==> src/rtl/bootsync_pkg.sv <==
package bootsync_pkg;
  localparam int unsigned FRAME_W = 16;

  localparam logic [15:0] W_SYNC   = 16'h5853;
  localparam logic [15:0] W_ACK    = 16'h5253;
  localparam logic [15:0] W_PING   = 16'h590B;
  localparam logic [15:0] W_DUMMY  = 16'h0000;

  typedef enum logic [2:0] {
    STG_IDLE = 3'd0,
    STG_SYNC = 3'd1,
    STG_PING = 3'd2,
    STG_CMD  = 3'd3,
    STG_DONE = 3'd4
  } stage_t;

  typedef struct packed {
    logic [15:0] tx;    // word to shift out
    logic [15:0] exp;   // reply expected during this frame
    logic        chk;   // reply is checked
    logic        last;  // final frame of the phase
  } frame_plan_t;

  function automatic frame_plan_t plan_frame(stage_t s, logic [2:0] idx,
                                             logic [15:0] op, logic [31:0] cnt);
    frame_plan_t p;
    p = '{tx: W_DUMMY, exp: W_DUMMY, chk: 1'b0, last: 1'b0};
    case (s)
      STG_SYNC: begin
        if (idx == 3'd0) p.tx = W_SYNC;
        else begin p.exp = W_ACK; p.chk = 1'b1; p.last = 1'b1; end
      end
      STG_PING: begin
        case (idx)
          3'd0: p.tx = W_PING;
          3'd1: begin p.tx = W_SYNC;     p.exp = W_PING;     p.chk = 1'b1; end
          3'd2: begin p.tx = cnt[15:0];  p.exp = W_ACK;      p.chk = 1'b1; end
          3'd3: begin p.tx = cnt[31:16]; p.exp = cnt[15:0];  p.chk = 1'b1; end
          default: begin p.exp = cnt[31:16]; p.chk = 1'b1; p.last = 1'b1; end
        endcase
      end
      STG_CMD: begin
        case (idx)
          3'd0: p.tx = op;
          3'd1: begin p.tx = W_SYNC; p.exp = op; p.chk = 1'b1; end
          default: begin p.exp = W_ACK; p.chk = 1'b1; p.last = 1'b1; end
        endcase
      end
      default: p.tx = W_DUMMY;
    endcase
    return p;
  endfunction
endpackage

==> src/rtl/bs_miso_sync.sv <==
module bs_miso_sync #(
  parameter int unsigned STAGES = 2
) (
  input  logic clk,
  input  logic rst,
  input  logic din,
  output logic dout
);
  generate
    if (STAGES == 0) begin : g_direct
      assign dout = din;
    end else begin : g_chain
      logic [STAGES-1:0] chain;
      for (genvar i = 0; i < STAGES; i++) begin : g_ff
        always_ff @(posedge clk) begin
          if (rst) chain[i] <= 1'b1;
          else if (i == 0) chain[i] <= din;
          else chain[i] <= chain[(i == 0) ? 0 : i-1];
        end
      end
      assign dout = chain[STAGES-1];
    end
  endgenerate
endmodule

==> src/rtl/bs_frame_engine.sv <==
module bs_frame_engine #(
  parameter int unsigned FRAME_W = 16,
  parameter int unsigned DIV_W   = 8,
  parameter int unsigned GAP_W   = 12
) (
  input  logic               clk,
  input  logic               rst,
  input  logic               go,
  input  logic [FRAME_W-1:0] tx,
  input  logic [DIV_W-1:0]   clk_div,
  input  logic [GAP_W-1:0]   gap_cycles,
  input  logic               miso,
  output logic               sclk,
  output logic               mosi,
  output logic               cs_n,
  output logic               fdone,
  output logic [FRAME_W-1:0] rx
);
  localparam int unsigned CNT_W = (DIV_W > GAP_W) ? DIV_W : GAP_W;
  localparam int unsigned BIT_W = $clog2(FRAME_W + 1);

  typedef enum logic [1:0] {E_IDLE, E_GAP, E_LOW, E_HIGH} eng_t;

  eng_t               st;
  logic [CNT_W-1:0]   cnt;
  logic [BIT_W-1:0]   nbits;
  logic [FRAME_W-1:0] tx_sh;
  logic               half_done;
  logic               gap_done;

  assign half_done = ({1'b0, cnt} + 1'b1) >= (CNT_W+1)'(clk_div);
  assign gap_done  = cnt >= CNT_W'(gap_cycles);

  always_ff @(posedge clk) begin
    if (rst) begin
      st    <= E_IDLE;
      cnt   <= '0;
      nbits <= '0;
      tx_sh <= '0;
      rx    <= '0;
      sclk  <= 1'b0;
      mosi  <= 1'b0;
      cs_n  <= 1'b1;
      fdone <= 1'b0;
    end else begin
      fdone <= 1'b0;
      case (st)
        E_IDLE: if (go) begin
          tx_sh <= tx;
          cnt   <= '0;
          st    <= E_GAP;
        end
        E_GAP: begin
          if (gap_done) begin
            cs_n  <= 1'b0;
            mosi  <= tx_sh[FRAME_W-1];
            nbits <= '0;
            cnt   <= '0;
            st    <= E_LOW;
          end else cnt <= cnt + 1'b1;
        end
        E_LOW: begin
          if (half_done) begin
            sclk  <= 1'b1;
            rx    <= {rx[FRAME_W-2:0], miso};
            nbits <= nbits + 1'b1;
            cnt   <= '0;
            st    <= E_HIGH;
          end else cnt <= cnt + 1'b1;
        end
        E_HIGH: begin
          if (half_done) begin
            sclk <= 1'b0;
            cnt  <= '0;
            if (nbits == BIT_W'(FRAME_W)) begin
              cs_n  <= 1'b1;
              mosi  <= 1'b0;
              fdone <= 1'b1;
              st    <= E_IDLE;
            end else begin
              tx_sh <= tx_sh << 1;
              mosi  <= tx_sh[FRAME_W-2];
              st    <= E_LOW;
            end
          end else cnt <= cnt + 1'b1;
        end
        default: st <= E_IDLE;
      endcase
    end
  end
endmodule

==> src/rtl/bs_seq.sv <==
module bs_seq
  import bootsync_pkg::*;
#(
  parameter int unsigned RETRY_W = 8
) (
  input  logic               clk,
  input  logic               rst,
  input  logic               start,
  input  logic [15:0]        cmd_op,
  input  logic [31:0]        ping_count,
  input  logic [RETRY_W-1:0] retry_limit,
  input  logic               fr_done,
  input  logic [15:0]        fr_rx,
  output logic               fr_go,
  output logic [15:0]        fr_tx,
  output logic               done,
  output logic               err,
  output logic [2:0]         stage,
  output logic [15:0]        last_rx
);
  stage_t             stage_q;
  logic [2:0]         idx_q;
  logic [RETRY_W-1:0] tries_q;
  logic [15:0]        op_q;
  logic [31:0]        cnt_q;
  logic               active_q;
  logic               go_q;
  frame_plan_t        cur;

  assign cur   = plan_frame(stage_q, idx_q, op_q, cnt_q);
  assign fr_tx = cur.tx;
  assign fr_go = go_q;
  assign stage = stage_q;

  always_ff @(posedge clk) begin
    if (rst) begin
      stage_q  <= STG_IDLE;
      idx_q    <= '0;
      tries_q  <= '0;
      op_q     <= '0;
      cnt_q    <= '0;
      active_q <= 1'b0;
      go_q     <= 1'b0;
      done     <= 1'b0;
      err      <= 1'b0;
      last_rx  <= '0;
    end else begin
      go_q <= 1'b0;
      if (start && !active_q) begin
        op_q     <= cmd_op;
        cnt_q    <= ping_count;
        stage_q  <= STG_SYNC;
        idx_q    <= '0;
        tries_q  <= '0;
        done     <= 1'b0;
        err      <= 1'b0;
        active_q <= 1'b1;
        go_q     <= 1'b1;
      end else if (active_q && fr_done) begin
        last_rx <= fr_rx;
        if (cur.chk && (fr_rx != cur.exp)) begin
          if ((stage_q == STG_SYNC) && (tries_q < retry_limit)) begin
            tries_q <= tries_q + 1'b1;
            idx_q   <= '0;
            go_q    <= 1'b1;
          end else begin
            err      <= 1'b1;
            active_q <= 1'b0;
          end
        end else if (cur.last) begin
          if (stage_q == STG_CMD) begin
            done     <= 1'b1;
            stage_q  <= STG_DONE;
            active_q <= 1'b0;
          end else begin
            stage_q <= (stage_q == STG_SYNC) ? STG_PING : STG_CMD;
            idx_q   <= '0;
            go_q    <= 1'b1;
          end
        end else begin
          idx_q <= idx_q + 1'b1;
          go_q  <= 1'b1;
        end
      end
    end
  end
endmodule

==> src/rtl/bootsync_host.sv <==
module bootsync_host
  import bootsync_pkg::*;
#(
  parameter int unsigned DIV_W     = 8,
  parameter int unsigned GAP_W     = 12,
  parameter int unsigned RETRY_W   = 8,
  parameter int unsigned MISO_SYNC = 2
) (
  input  logic               clk,
  input  logic               rst,
  input  logic               start,
  input  logic [15:0]        cmd_op,
  input  logic [31:0]        ping_count,
  input  logic [DIV_W-1:0]   clk_div,
  input  logic [GAP_W-1:0]   gap_cycles,
  input  logic [RETRY_W-1:0] retry_limit,
  output logic               spi_sclk,
  output logic               spi_mosi,
  input  logic               spi_miso,
  output logic               spi_cs_n,
  output logic               done,
  output logic               err,
  output logic [2:0]         stage,
  output logic [15:0]        last_rx
);
  logic                miso_s;
  logic                fr_go;
  logic                fr_done;
  logic [FRAME_W-1:0]  fr_tx;
  logic [FRAME_W-1:0]  fr_rx;

  bs_miso_sync #(.STAGES(MISO_SYNC)) u_sync (
    .clk(clk), .rst(rst), .din(spi_miso), .dout(miso_s)
  );

  bs_frame_engine #(.FRAME_W(FRAME_W), .DIV_W(DIV_W), .GAP_W(GAP_W)) u_eng (
    .clk(clk), .rst(rst), .go(fr_go), .tx(fr_tx),
    .clk_div(clk_div), .gap_cycles(gap_cycles), .miso(miso_s),
    .sclk(spi_sclk), .mosi(spi_mosi), .cs_n(spi_cs_n),
    .fdone(fr_done), .rx(fr_rx)
  );

  bs_seq #(.RETRY_W(RETRY_W)) u_seq (
    .clk(clk), .rst(rst), .start(start), .cmd_op(cmd_op),
    .ping_count(ping_count), .retry_limit(retry_limit),
    .fr_done(fr_done), .fr_rx(fr_rx), .fr_go(fr_go), .fr_tx(fr_tx),
    .done(done), .err(err), .stage(stage), .last_rx(last_rx)
  );
endmodule

==> config.mk <==
export PLATFORM = sky130hd
export DESIGN_NAME = bootsync_host
export DESIGN_NICKNAME = d
export VERILOG_FILES = /design/src/rtl/bootsync_pkg.sv /design/src/rtl/bs_miso_sync.sv /design/src/rtl/bs_frame_engine.sv /design/src/rtl/bs_seq.sv /design/src/rtl/bootsync_host.sv
export SDC_FILE = /design/constraint.sdc
export NUM_CORES = 1
export LEC_CHECK = 0
export BUFFER_PORTS_ARGS = -buffer_cell sky130_fd_sc_hd__buf_2
export CORE_MARGIN = 5
export CORE_UTILIZATION = 35
export DETAILED_ROUTE_END_ITERATION = 10
export SLEW_MARGIN = 15
export SYNTH_ARGS = -nofsm -noshare
export SYNTH_HDL_FRONTEND = slang
export SYNTH_SLANG_ARGS = --single-unit
==> constraint.sdc <==
create_clock -name clk -period 8.38 [get_ports clk]
set_input_delay 1.676 -clock clk [delete_from_list [all_inputs] [get_ports clk]]
set_output_delay 1.676 -clock clk [all_outputs]
set_load 0.01 [all_outputs]
# Yosys cells after proc, flatten, opt, wreduce, memory -nomap -nowiden
# Index checks and enable logic that the tools add are counted.
[op_classes]
n_addsub = 5
magnitude_cmp = 3
eq_ne = 21
bitwise_logic = 5
mux = 61
n_reduce_logical = 35
[ops]
columns = ["operator", "n"]
rows = [
  ["$pmux W17 S4", 1],
  ["$pmux W16 S2", 2],
  ["$pmux W16 S4", 1],
  ["$pmux W18 S3", 1],
  ["$mux W16", 3],
  ["$pmux W16 S3", 1],
  ["$mux W12", 3],
  ["$pmux W12 S3", 1],
  ["$pmux W17 S2", 1],
  ["$mux W1", 28],
  ["$reduce_and A3 Y1", 8],
  ["$reduce_and A4 Y1", 5],
  ["$mux W17", 1],
  ["$ne A16 B16 Y1", 1],
  ["$mux W15", 1],
  ["$mux W3", 5],
  ["$add A12 B1 Y13 const B", 1],
  ["$ge A13 B8 Y1", 1],
  ["$add A12 B1 Y12 const B", 1],
  ["$eq A3 B2 Y1 const B", 4],
  ["$ge A12 B12 Y1", 1],
  ["$ne A2 B1 Y1 const B", 6],
  ["$reduce_bool A2 Y1", 6],
  ["$mux W2", 5],
  ["other kinds (25)", 42],
]
[totals]
word_cells = 152
out_inout_bits = 24
regBits = 139
input_bits = 80

# Longest topological paths before layout
# Gate-level depths: netlist (run 1).
[logic_depth]
ltp_word = 9
mapped_depth = 14
mapped_depth_nobuf = 13

# Hierarchy
# From an unflattened synthesis (run 1), not the netlist that was laid out.
[hier_totals]
cells_unflattened = 986
area_unflattened_um2 = 7953.9
[by_module_without_submodules]
columns = ["module", "area_each_um2", "instances", "cells_per_inst", "seq_area_each_um2"]
rows = [
  ["bs_seq", 4703.3, 1, 626, 1641.6],
  ["bs_frame_engine", 3198.1, 1, 356, 1101.1],
  ["bs_miso_sync", 52.6, 1, 4, 40.0],
]

# Least setup slack after synthesis (run 1)
# OpenSTA, ideal clock, no wires.
[synth_path]
path_type = "input-to-reg"
startpoint = "input port clk_div[3]"
endpoint = "register u_eng.tx_sh[10]"
cell_stages = 11
setup_time_ps = 137
required_time_ps = 8243
n_path_buf = 2
slack_ps = 4369
arrival_ps = 3874
cell_sequence = "inv_1 > ha_1 > and4_1 > a221o_1 > a21oi_1 > o211ai_1 > nand2_1 > a211oi_1 > clkbuf_1 > clkbuf_1 > a211oi_1"
[synth_via]
elab_chain_cells = 3
[synth_rtl]
columns = ["element", "line", "rtl"]
rows = [
  ["start: declaration", "bootsync_host.sv:14", "input logic [DIV_W-1:0] clk_div,"],
  ["$ge A13 B8 Y1", "bs_frame_engine.sv:31", "assign half_done = ({1'b0, cnt} + 1'b1) >= (CNT_W+1)'(clk_div);"],
  ["$ne A2 B1 Y1 (no line)", "n/a", ""],
  ["$reduce_and A4 Y1 (no line)", "n/a", ""],
  ["end signal: assignment", "bs_frame_engine.sv:49", "tx_sh <= tx;"],
  ["end signal: assignment", "bs_frame_engine.sv:81", "tx_sh <= tx_sh << 1;"],
  ["end: declaration", "bs_frame_engine.sv:27", "logic [FRAME_W-1:0] tx_sh;"],
]
# Every way passes these cells.
# A chain may end at the register's enable or synchronous reset.

# Final worst setup path (run 1)
[layout_path]
startpoint = "register u_seq.idx_q[2]"
endpoint = "register u_seq.idx_q[0]"
[layout_via]
elab_chain_cells = 7
elab_cells_between_ends = 19
classes_between = "6 x eq/ne; 8 x mux; 5 x reduce/logical"
[layout_rtl]
columns = ["element", "line", "rtl"]
rows = [
  ["start: declaration", "bs_seq.sv:22", "logic [2:0] idx_q;"],
  ["start signal: assignment", "bs_seq.sv:81", "idx_q <= idx_q + 1'b1;"],
  ["$eq A3 B2 Y1, or another cell as far along", "bootsync_pkg.sv:34", "case (idx)"],
  ["$pmux W17 S4, or another cell as far along", "bootsync_pkg.sv:34", ""],
  ["$pmux W18 S3 *", "bootsync_pkg.sv:28", "case (s)"],
  ["$ne A16 B16 Y1", "bs_seq.sv:61", "if (cur.chk && (fr_rx != cur.exp)) begin"],
  ["$logic_and A1 B1 Y1", "bs_seq.sv:61", ""],
  ["$ne A3 B3 Y1 (no line) / $ne A2 B2 Y1 (equally long branches)", "n/a", ""],
  ["$reduce_and A3 Y1 (no line)", "n/a", ""],
]
# Mark *: on every way between the ends. The rest lies on a longest branch, timed or not.

==> results.sh, run 1 <==
export IMPL_grt_ovfl_total=0
export IMPL_clock_latency_ps=420
export IMPL_critPathRequiredTime_ps=8660
export IMPL_synth_adder_area_share_pct=6.65
export IMPL_fin_crit_sh_pct=51.2
export IMPL_min_from="u_sync.g_chain.chain[0]"
export IMPL_power_frac_seq_pct=43.3
export IMPL_die_x_microns=157
export IMPL_worstSetupStartpoint="u_seq.idx_q[2]"
export IMPL_worst_path_max_fanout=21
export IMPL_die_h_microns=157
export IMPL_final_setup_tns_ps=0
export IMPL_fmax_mhz=233
export IMPL_timing_worst_setup_path_type="register to register"
export IMPL_yosys_cell_count_top_type="nand2_1"
export IMPL_numPortBuffers=103
export IMPL_synth_main_ff_cell="dfxtp_1"
export IMPL_num_rows=53
export IMPL_placedInstanceArea_sq_mm=0.00819
export IMPL_cp_arrival_ps=4570
export IMPL_skew_ps=8.76
export IMPL_first_global_vias=6533
export IMPL_synth_compound_area_share_pct=24.1
export IMPL_synth_mux_area_share_pct=0.814
export IMPL_maxSlewHeadroom_pct=22.9
export IMPL_fillers=2190
export IMPL_diodes=0
export IMPL_synth_xor_area_share_pct=2.44
export IMPL_design_die_area_sq_mm=0.0245
export IMPL_path_buf_inv=1
export IMPL_netlist_area_leader_share_pct=37.0
export IMPL_dp_cells=1286
export IMPL_via_count=7032
export IMPL_rsz0062_at_grt="no"
export IMPL_cp_start_kind="register"
export IMPL_yosys_warnings=0
export IMPL_drive_gt1_share_pct=15.3
export IMPL_drt_wl_total_microns=21900
export IMPL_grt_util_all_layers_pct=17.4
export IMPL_via_per_inst=5.33
export IMPL_grt_pass1_wl_microns=34300
export IMPL_p_sw_mw=0.498
export IMPL_final_nets=1151
export IMPL_design_area_sq_mm=0.00876
export IMPL_syn_area_sq_mm=0.00753
export IMPL_synth_distinct_cells=79
export IMPL_synth_top_family_by_area="compound AO/OA/AOI/OAI gates"
export IMPL_swShare_pct=29.0
export IMPL_synthArstFlopShare_pct=0
export IMPL_cts_resized=0
export IMPL_yosys_area_share_simple_pct=23.1
export IMPL_cts_buffers=17
export IMPL_yosys_register_bits=139
export IMPL_final_hold_violation_count=0
export IMPL_power_leakage_nw=3.54
export IMPL_r2r_setup_slack_ps=4090
export IMPL_clockPowerShare_pct=41.7
export IMPL_maxCapViolations=0
export IMPL_multiInputGateArea_sq_mm=0.00432
export IMPL_use_met3_pct=3.84
export IMPL_cts_tree="yes"
export IMPL_wl_per_cell_microns=16.6
export IMPL_internal_power_mw=1.22
export IMPL_status="complete, no violations"
export IMPL_cp_end_kind="register"
export IMPL_layout_area_seq_sq_mm=0.00278
export IMPL_drc_errors=0
export IMPL_critical_path_cell_chain="inv_2 > ha_1 > a211oi_4 > a222oi_1 > xnor2_1 > or2_1 > nor3_1 > a211oi_1 > a211oi_2 > o22ai_1"
export IMPL_place_hpwl_microns=15800
export IMPL_ys_seq_area_share_pct=37.0
export IMPL_synth_edff_count=0
export IMPL_slowest_delay_ps=680
export IMPL_root_buffer="clkbuf_16"
export IMPL_num_io_pins=104
export IMPL_hold_buffers=0
export IMPL_place_congestion=0.915
export IMPL_top_usage_layer="met2"
export IMPL_grt_max_degree=94
export IMPL_grt_antenna_before_repair=1
export IMPL_setup_viol=0
export IMPL_cts_max_level=4
export IMPL_firstDrtPassIters=6
export IMPL_cts_sinks=139
export IMPL_first_iter_violations=668
export IMPL_cts_max_path_buffers=2
export IMPL_crit_family="compound AO/OA/AOI/OAI gates"
export IMPL_ir_drop_v=0.000122
export IMPL_worst_path_max_delay_cell="dfxtp_1"
export IMPL_period_minus_slack_ps=4290
export IMPL_worst_pin_slew_ps=1130
export IMPL_final_cells=1319
export IMPL_core_area_sq_mm=0.0211
export IMPL_syn_inst=965
export IMPL_slew_viol_final=0
export IMPL_ant_nets=0
export IMPL_clk_pin_slew_ps=60
export IMPL_use_met2_pct=27.9
export IMPL_avgSynthCellArea_sq_um=7.80
export IMPL_netlist_top_cells_area="dfxtp_1 (37%), nand2_1 (9.4%), a21oi_1 (8.2%)"
export IMPL_syn_nets=1085
export IMPL_synth_largest_area_cell="dfxtp_1"
export IMPL_power_density_mw_per_mm2=196
export IMPL_hold_class="register to register"
export IMPL_synth_commonest_cells="nand2_1 (189), dfxtp_1 (139), a21oi_1 (123)"
export IMPL_start_util_pct=35.7
export IMPL_reg2reg_from="u_seq.idx_q[2]"
export IMPL_combPwrFrac_pct=15.1
export IMPL_area_delta_synth_final_pct=16.4
export IMPL_cts_setup_buffers=0
export IMPL_use_met1_pct=23.5
## cells by family (layout without fill, tap and decap cells)
family,count (synthesis),in the layout
and+or+nand+nor,372,372
AOI/OAI and AO/OA,278,278
DFF,139,139
buffers and inverters,109,188
adders and majority gates,40,40
xor gates and xnor gates,21,21
muxes,6,6
## state kept, by name, indices dropped and copies added (netlist names), 3 cells and up
register,cells
u_seq.last_rx,16
u_seq.cnt_q,32
u_eng.nbits,5
u_eng.cnt,12
u_seq.idx_q,3
u_eng.rx,16
u_seq.tries_q,8
u_seq.stage,3
u_seq.op_q,16
u_eng.tx_sh,16
## cell usage in the layout, fill, tap and decap left out, types with 4 or more instances in the layout
master     instances
nand2b_1          14
buf_4              7
a22oi_1            9
nor3b_1            4
nand3_1           36
or4_1              7
nor2_1            48
o211ai_1           6
nand2_1          189
clkinv_2           6
nand4_1            8
nor2b_1            7
a222oi_1          13
or3_1              5
and3_1             4
o21ai_0           32
mux2i_1            5
a211oi_1          18
a31oi_1            5
clkbuf_16         17
xnor2_1            9
a221oi_1           4
ha_1              40
a21o_1            16
inv_1             44
o21a_1             8
nor3_1            19
dfxtp_1          139
xor2_1            12
and2_1             7
a21oi_1          123
buf_2            102
## final cells by class
cell class / instances / share of cell area, %
flip-flops and latches: 139 / 31.8
clock inverters: 14 / 1.36
inverters: 46 / 1.97
multi-input cells: 717 / 49.3
well taps: 275 / 3.93
repair buffers: 110 / 6.65
clock buffers: 18 / 5.01
## worst paths after layout
kind,to,depth (start not counted)
min reg2reg,u_sync.dout,1
min,u_sync.dout,1
max,u_seq.idx_q[0],10
max reg2reg,u_seq.idx_q[0],10
## per-layer routing
layer,vias up,part of all wire (%)
met5,-,0.059
met4,2,1.8
met3,28,6.0
met2,215,46
met1,3217,46
li1,3570,-
## worst reg2reg max path, delay by kind of cell, from the launching register on
kind / cells / cell delay, ps
AOI/OAI and AO/OA: 5 / 1810
xor gates and xnor gates: 1 / 190
adders and majority gates: 1 / 530
buffers and inverters: 1 / 170
DFF: 1 / 680
and+or+nand+nor: 2 / 780
## per-stage QoR
stage,setup slack (ps),power [mW],hold WS (ps),utilization [%]
finish,4090,1.72,410,41.6
global placement,3980,1.01,396,38.8
global route,3870,1.80,431,41.6
CTS,4280,1.73,410,41.5
floorplan,4370,0.929,389,-
detailed placement,3860,1.01,396,38.8
## power by group through the flow
| stage | Sequential (mW) | Clock [mW] | Combinational, mW |
|---|---|---|---|
| floorplan | 0.743 | 0 | 0.186 |
| global placement | 0.755 | 0 | 0.255 |
| detailed placement | 0.756 | 0 | 0.257 |
| CTS | 0.742 | 0.727 | 0.259 |
| global route | 0.746 | 0.755 | 0.298 |
| finish | 0.742 | 0.715 | 0.259 |
Power figures use the tool's default switching activity.
==> run 2, diff against run 1 <==
Settings changed: ABC_AREA set to 1.
Clock period 8.38 ns to 4.15 ns, I/O delays scaled along.
==> run 2 against run 1 <==
  * Core utilization hardly changed
  * Cell count is 12% higher
  * Global-route usage is 0.098 points lower
  * Synthesized area is 3.6% higher
  * Sequential share of layout area is 1.1 points lower
  * Highest routed layer is now met4
==> results.sh, run 2 <==
export IMPL_reg2reg_from="u_eng.cnt[0]"
export IMPL_skew_ps=8.81
export IMPL_final_nets=1311
export IMPL_final_setup_tns_ps=0
export IMPL_synthArstFlopShare_pct=0
export IMPL_yosys_register_bits=139
export IMPL_synth_largest_area_cell="dfxtp_1"
export IMPL_cts_sinks=139
export IMPL_r2r_setup_slack_ps=1000
export IMPL_fmax_mhz=317
export IMPL_wl_per_cell_microns=15.0
export IMPL_cts_setup_buffers=0
export IMPL_met3WireLength_microns=1120
export IMPL_synth_commonest_cells="nand2_1 (177), dfxtp_1 (139), inv_1 (121)"
export IMPL_synth_distinct_cells=47
export IMPL_grt_util_all_layers_pct=17.3
export IMPL_setup_viol=0
export IMPL_hold_class="register to register"
export IMPL_worst_path_max_fanout=31
export IMPL_layout_area_seq_sq_mm=0.00278
export IMPL_first_iter_violations=384
export IMPL_syn_nets=1229
export IMPL_synth_edff_count=0
export IMPL_via_per_inst=4.97
export IMPL_place_hpwl_microns=16700
export IMPL_fin_crit_sh_pct=75.9
export IMPL_cts_tree="yes"
export IMPL_worstReg2RegEnd="u_eng.rx[2]"
export IMPL_crit_path_end="u_eng.rx[2]"
export IMPL_ir_drop_v=0.000240
export IMPL_combPwrFrac_pct=17.3
export IMPL_design_die_area_sq_mm=0.0254
export IMPL_ys_seq_area_share_pct=35.7
export IMPL_clk_pin_slew_ps=60
export IMPL_final_hold_violation_count=0
export IMPL_syn_inst=1109
export IMPL_hold_buffers=0
export IMPL_cts_max_level=4
export IMPL_period_minus_slack_ps=3150
export IMPL_synth_main_ff_cell="dfxtp_1"
export IMPL_worstSetupStartpoint="u_eng.cnt[0]"
export IMPL_yosys_warnings=0
export IMPL_cp_end_kind="register"
export IMPL_grt_ovfl_total=0
export IMPL_place_congestion=0.939
export IMPL_core_area_sq_mm=0.0219
export IMPL_netlist_area_leader_share_pct=35.7
export IMPL_power_density_mw_per_mm2=406
export IMPL_numPortBuffers=103
export IMPL_maxCapViolations=0
export IMPL_grt_pass1_wl_microns=36300
export IMPL_syn_area_sq_mm=0.00780
export IMPL_grt_max_degree=72
export IMPL_firstDrtPassIters=6
export IMPL_critPathRequiredTime_ps=4450
export IMPL_fillers=2342
export IMPL_layout_commonest_cell="nand2_1"
export IMPL_yosys_cell_count_top_type="nand2_1"
export IMPL_area_delta_synth_final_pct=16.5
export IMPL_num_rows=54
export IMPL_avgSynthCellArea_sq_um=7.03
export IMPL_timing_hold_ws_ps=436
export IMPL_via_count=7363
export IMPL_power_leakage_nw=4.19
export IMPL_clock_latency_ps=420
export IMPL_rsz0062_at_grt="no"
export IMPL_largest_register="u_seq.cnt_q"
export IMPL_swShare_pct=29.5
export IMPL_ant_nets=0
export IMPL_first_global_vias=7078
export IMPL_cts_buffers=17
export IMPL_r2r_cells=15
export IMPL_die_x_microns=159
export IMPL_timing_worst_setup_path_type="register to register"
export IMPL_slew_viol_final=0
export IMPL_routed_wl_met2_microns=10000
export IMPL_status="complete, no violations"
export IMPL_cts_resized=0
export IMPL_multiInputGateArea_sq_mm=0.00429
export IMPL_clockPowerShare_pct=40.2
export IMPL_root_buffer="clkbuf_16"
export IMPL_power_frac_seq_pct=42.5
export IMPL_cp_start_kind="register"
export IMPL_cp_arrival_ps=3450
export IMPL_start_util_pct=35.6
export IMPL_final_cell_mix="nand2_1 (177), dfxtp_1 (139), inv_1 (120), o21ai_0 (120), nor2_1 (112)"
export IMPL_internal_power_mw=2.61
export IMPL_grt_antenna_before_repair=0
export IMPL_drc_errors=0
export IMPL_worst_pin_slew_ps=947
export IMPL_met1_length_microns=10700
export IMPL_drt_wl_total_microns=22200
export IMPL_num_io_pins=104
export IMPL_largest_register_ffs=32
export IMPL_cts_max_path_buffers=2
export IMPL_netlist_top_cells_area="dfxtp_1 (36%), nand2_1 (8.5%), o21ai_0 (7.7%)"
export IMPL_top_layer="met4"
export IMPL_drive_gt1_share_pct=15.5
export IMPL_p_sw_mw=1.09
export IMPL_diodes=0
export IMPL_maxSlewHeadroom_pct=36.6
export IMPL_die_h_microns=159
run 2: power groups by stage:
stage          logic [mW]  clock network, mW  registers (mW)
2_1_floorplan       0.494                  0            1.57
3_3_place_gp        0.627                  0            1.59
3_5_place_dp        0.638                  0            1.60
4_1_cts             0.643               1.52            1.57
5_1_grt             0.736               1.59            1.58
6_report            0.638               1.49            1.57
run 2: kinds of logic (layout without fill, tap and decap cells):
| kind of cell | after synthesis | after routing | synth area share [%] |
|---|---|---|---|
| simple gates | 446 | 446 | 25.9 |
| compound gates | 274 | 274 | 19.2 |
| buf+inv | 180 | 273 | 9.29 |
| flops | 139 | 139 | 35.7 |
| fa+ha+maj | 40 | 40 | 6.42 |
| xor+xnor | 20 | 20 | 2.25 |
| mux | 10 | 10 | 1.28 |
run 2: cell type report:
type / count / area share (%)
clock inverters: 8 / 1.03
flip-flops and latches: 139 / 30.6
inverters: 129 / 5.33
clock buffers: 22 / 5.22
well taps: 280 / 3.85
multi-input cells: 790 / 47.2
repair buffers: 114 / 6.72
run 2: worst min path at each step:
stage | from | end | cells after the start
after global placement | u_sync.g_chain.chain[0] | u_sync.dout | 1
after global routing | u_sync.g_chain.chain[0] | u_sync.dout | 1
final | u_sync.g_chain.chain[0] | u_sync.dout | 1
after floorplan | u_sync.g_chain.chain[0] | u_sync.dout | 1
after detailed placement | u_sync.g_chain.chain[0] | u_sync.dout | 1
after CTS | u_sync.g_chain.chain[0] | u_sync.dout | 1
run 2: layer usage:
layer / GRT usage (%) / vias up
li1: - / 3852
met3: 3.55 / 27
met1: 24.2 / 3298
met4: 5.08 / 0
met5: 0 / -
met2: 27.0 / 186
run 2: stage by stage:
step | instances | area, sq um | power (mW) | utilization, % | setup WS (ps)
2_1_floorplan | 1109 | 7800 | 2.06 | - | 1710
3_3_place_gp | 1452 | 8520 | 2.22 | 38.9 | 1080
3_5_place_dp | 1452 | 8520 | 2.23 | 38.9 | 1010
4_1_cts | 1482 | 9090 | 3.73 | 41.5 | 965
5_1_grt | 1482 | 9090 | 3.91 | 41.5 | 623
6_report | 1482 | 9090 | 3.69 | 41.5 | 998
run 2: critical path, stage by stage, from the launching register on:
cell	delay [ps]
dfxtp_1	400
ha_1	200
nand3_1	140
nor2_2	170
xor2_1	230
ha_1	290
nand2_1	70
inv_1	40
nand2_1	60
nand3b_1	80
nor2_1	140
nand4_1	150
nand2_1	670
inv_1	160
o21ai_0	180
a21oi_1	50
==> run 3, diff against run 2 <==
Clock period 4.15 ns to 2.9 ns, I/O delays scaled along.
==> run 3 against run 2 <==
  * Via count increased by 1.5%
  * Clock-buffer cell count increased by 1
  * Cell count increased by 0.81%
  * Sequential power increased by 43%
  * First-iteration DRC count increased by 39%
  * Critical endpoint is now u_eng.tx_sh[5]
  * Highest routed layer unchanged
==> results.sh, run 3 (synthesis gave the netlist of run 2 again) <==
export IMPL_status="complete, no violations"
export IMPL_timing_worst_setup_path_type="register to register"
export IMPL_cp_start_kind="register"
export IMPL_grt_ovfl_total=0
export IMPL_clk_pin_slew_ps=60
export IMPL_power_leakage_nw=4.25
export IMPL_drc_errors=0
export IMPL_drt_wl_total_microns=22200
export IMPL_grt_pass1_wl_microns=36100
export IMPL_power_density_mw_per_mm2=584
export IMPL_num_rows=54
export IMPL_place_congestion=0.948
export IMPL_core_area_sq_mm=0.0219
export IMPL_cts_setup_buffers=0
export IMPL_grt_util_all_layers_pct=17.2
export IMPL_start_util_pct=35.6
export IMPL_num_io_pins=104
export IMPL_ir_drop_v=0.000369
export IMPL_numPortBuffers=103
export IMPL_worst_pin_slew_ps=939
export IMPL_maxCapViolations=0
export IMPL_via_per_inst=5.00
export IMPL_dp_cells=1463
export IMPL_final_setup_tns_ps=0
export IMPL_r2r_setup_slack_ps=240
export IMPL_fmax_mhz=376
export IMPL_maxSlewHeadroom_pct=37.2
export IMPL_hold_class="input port to register"
export IMPL_wl_per_cell_microns=14.9
export IMPL_internal_power_mw=3.80
export IMPL_root_buffer="clkbuf_16"
export IMPL_hold_buffers=0
export IMPL_first_global_vias=7155
export IMPL_cts_sinks=139
export IMPL_first_iter_violations=533
export IMPL_r2r_cells=16
export IMPL_layout_commonest_cell="nand2_1"
export IMPL_swShare_pct=29.6
export IMPL_p_sw_mw=1.60
export IMPL_clockPowerShare_pct=39.4
export IMPL_cts_max_path_buffers=2
export IMPL_rsz0062_at_grt="no"
export IMPL_final_hold_violation_count=0
export IMPL_fin_crit_sh_pct=91.8
export IMPL_place_hpwl_microns=16700
export IMPL_die_x_microns=159
export IMPL_slew_viol_final=0
export IMPL_combPwrFrac_pct=19.0
export IMPL_cts_max_level=4
export IMPL_p_total_mw=5.40
export IMPL_die_h_microns=159
export IMPL_area_delta_synth_final_pct=18.4
export IMPL_cp_arrival_ps=2960
export IMPL_grt_antenna_before_repair=0
export IMPL_cts_buffers=17
export IMPL_firstDrtPassIters=5
export IMPL_final_nets=1322
export IMPL_largest_register="u_seq.cnt_q"
export IMPL_clock_latency_ps=420
export IMPL_power_frac_seq_pct=41.6
export IMPL_ant_nets=0
export IMPL_timing_hold_ws_ps=353
export IMPL_worst_path_max_fanout=32
export IMPL_grt_max_degree=88
export IMPL_via_count=7475
export IMPL_design_die_area_sq_mm=0.0254
export IMPL_cp_end_kind="register"
export IMPL_drive_gt1_share_pct=16.9
export IMPL_diodes=0
export IMPL_min_path_cells=2
export IMPL_final_cell_mix="nand2_1 (175), dfxtp_1 (137), inv_1 (120)"
export IMPL_critPathRequiredTime_ps=3200
export IMPL_cts_tree="yes"
export IMPL_skew_ps=9.59
export IMPL_setup_viol=0
export IMPL_final_cells=1494
export IMPL_design_area_sq_mm=0.00924
export IMPL_period_minus_slack_ps=2660
export IMPL_largest_register_ffs=32
export IMPL_placedInstanceArea_sq_mm=0.00864
## run 3: path summary, 6_finish.rpt
check,to,start
max,u_eng.tx_sh[5],u_eng.cnt[1]
min,u_sync.g_chain.chain[0],spi_miso
max reg2reg,u_eng.tx_sh[5],u_eng.cnt[1]
min reg2reg,u_sync.dout,u_sync.g_chain.chain[0]
## run 3: timing repair
| action | 4_1_cts | 5_1_grt |
|---|---|---|
| endpoints found under the hold margin | 0 | 0 |
| gates resized for setup | 0 | 15 |
| endpoints found under the setup margin | 0 | 54 |
## run 3: power by group through the flow
stage | logic, mW | clock network, mW | registers (mW)
floorplan | 0.707 | 0 | 2.24
global placement | 0.972 | 0 | 2.28
detailed placement | 0.987 | 0 | 2.28
CTS | 0.999 | 2.17 | 2.24
global route | 1.17 | 2.27 | 2.26
finish | 1.02 | 2.13 | 2.25
## run 3: worst max-delay path: stages (launching register included)
cell	delay (ps)
dfxtp_2	360
ha_2	210
nand3_2	100
xor2_1	140
inv_1	70
ha_1	300
a21oi_2	150
o21ai_0	120
o21ai_1	130
nand2_1	60
nand2_1	80
nand2_1	90
nor2_4	200
a21oi_4	90
buf_12	170
o21ai_0	190
a21oi_1	60
## run 3: layer usage
layer,routed length [microns],track usage (%)
met3,944,3.73
met2,10000,27.2
met1,10700,23.5
met4,543,5.62
met5,0,0
## run 3: area by class of cell
class                      count  area, sq um
multi-input combinational    790         4320
clock buffer                  23          478
inverter                     129          484
tap                          280          350
sequential                   139         2790
clock inverter                 8         92.6
fill                        2339        12700
timing repair buffer         125          731
## run 3: stage by stage
stage                     worst slack, ps  utilization, %
after global routing                 5.16            42.2
after floorplan                       462               -
after global placement                175            39.5
after CTS                            51.6            42.1
after detailed placement             66.9            39.5
final                                 239            42.2
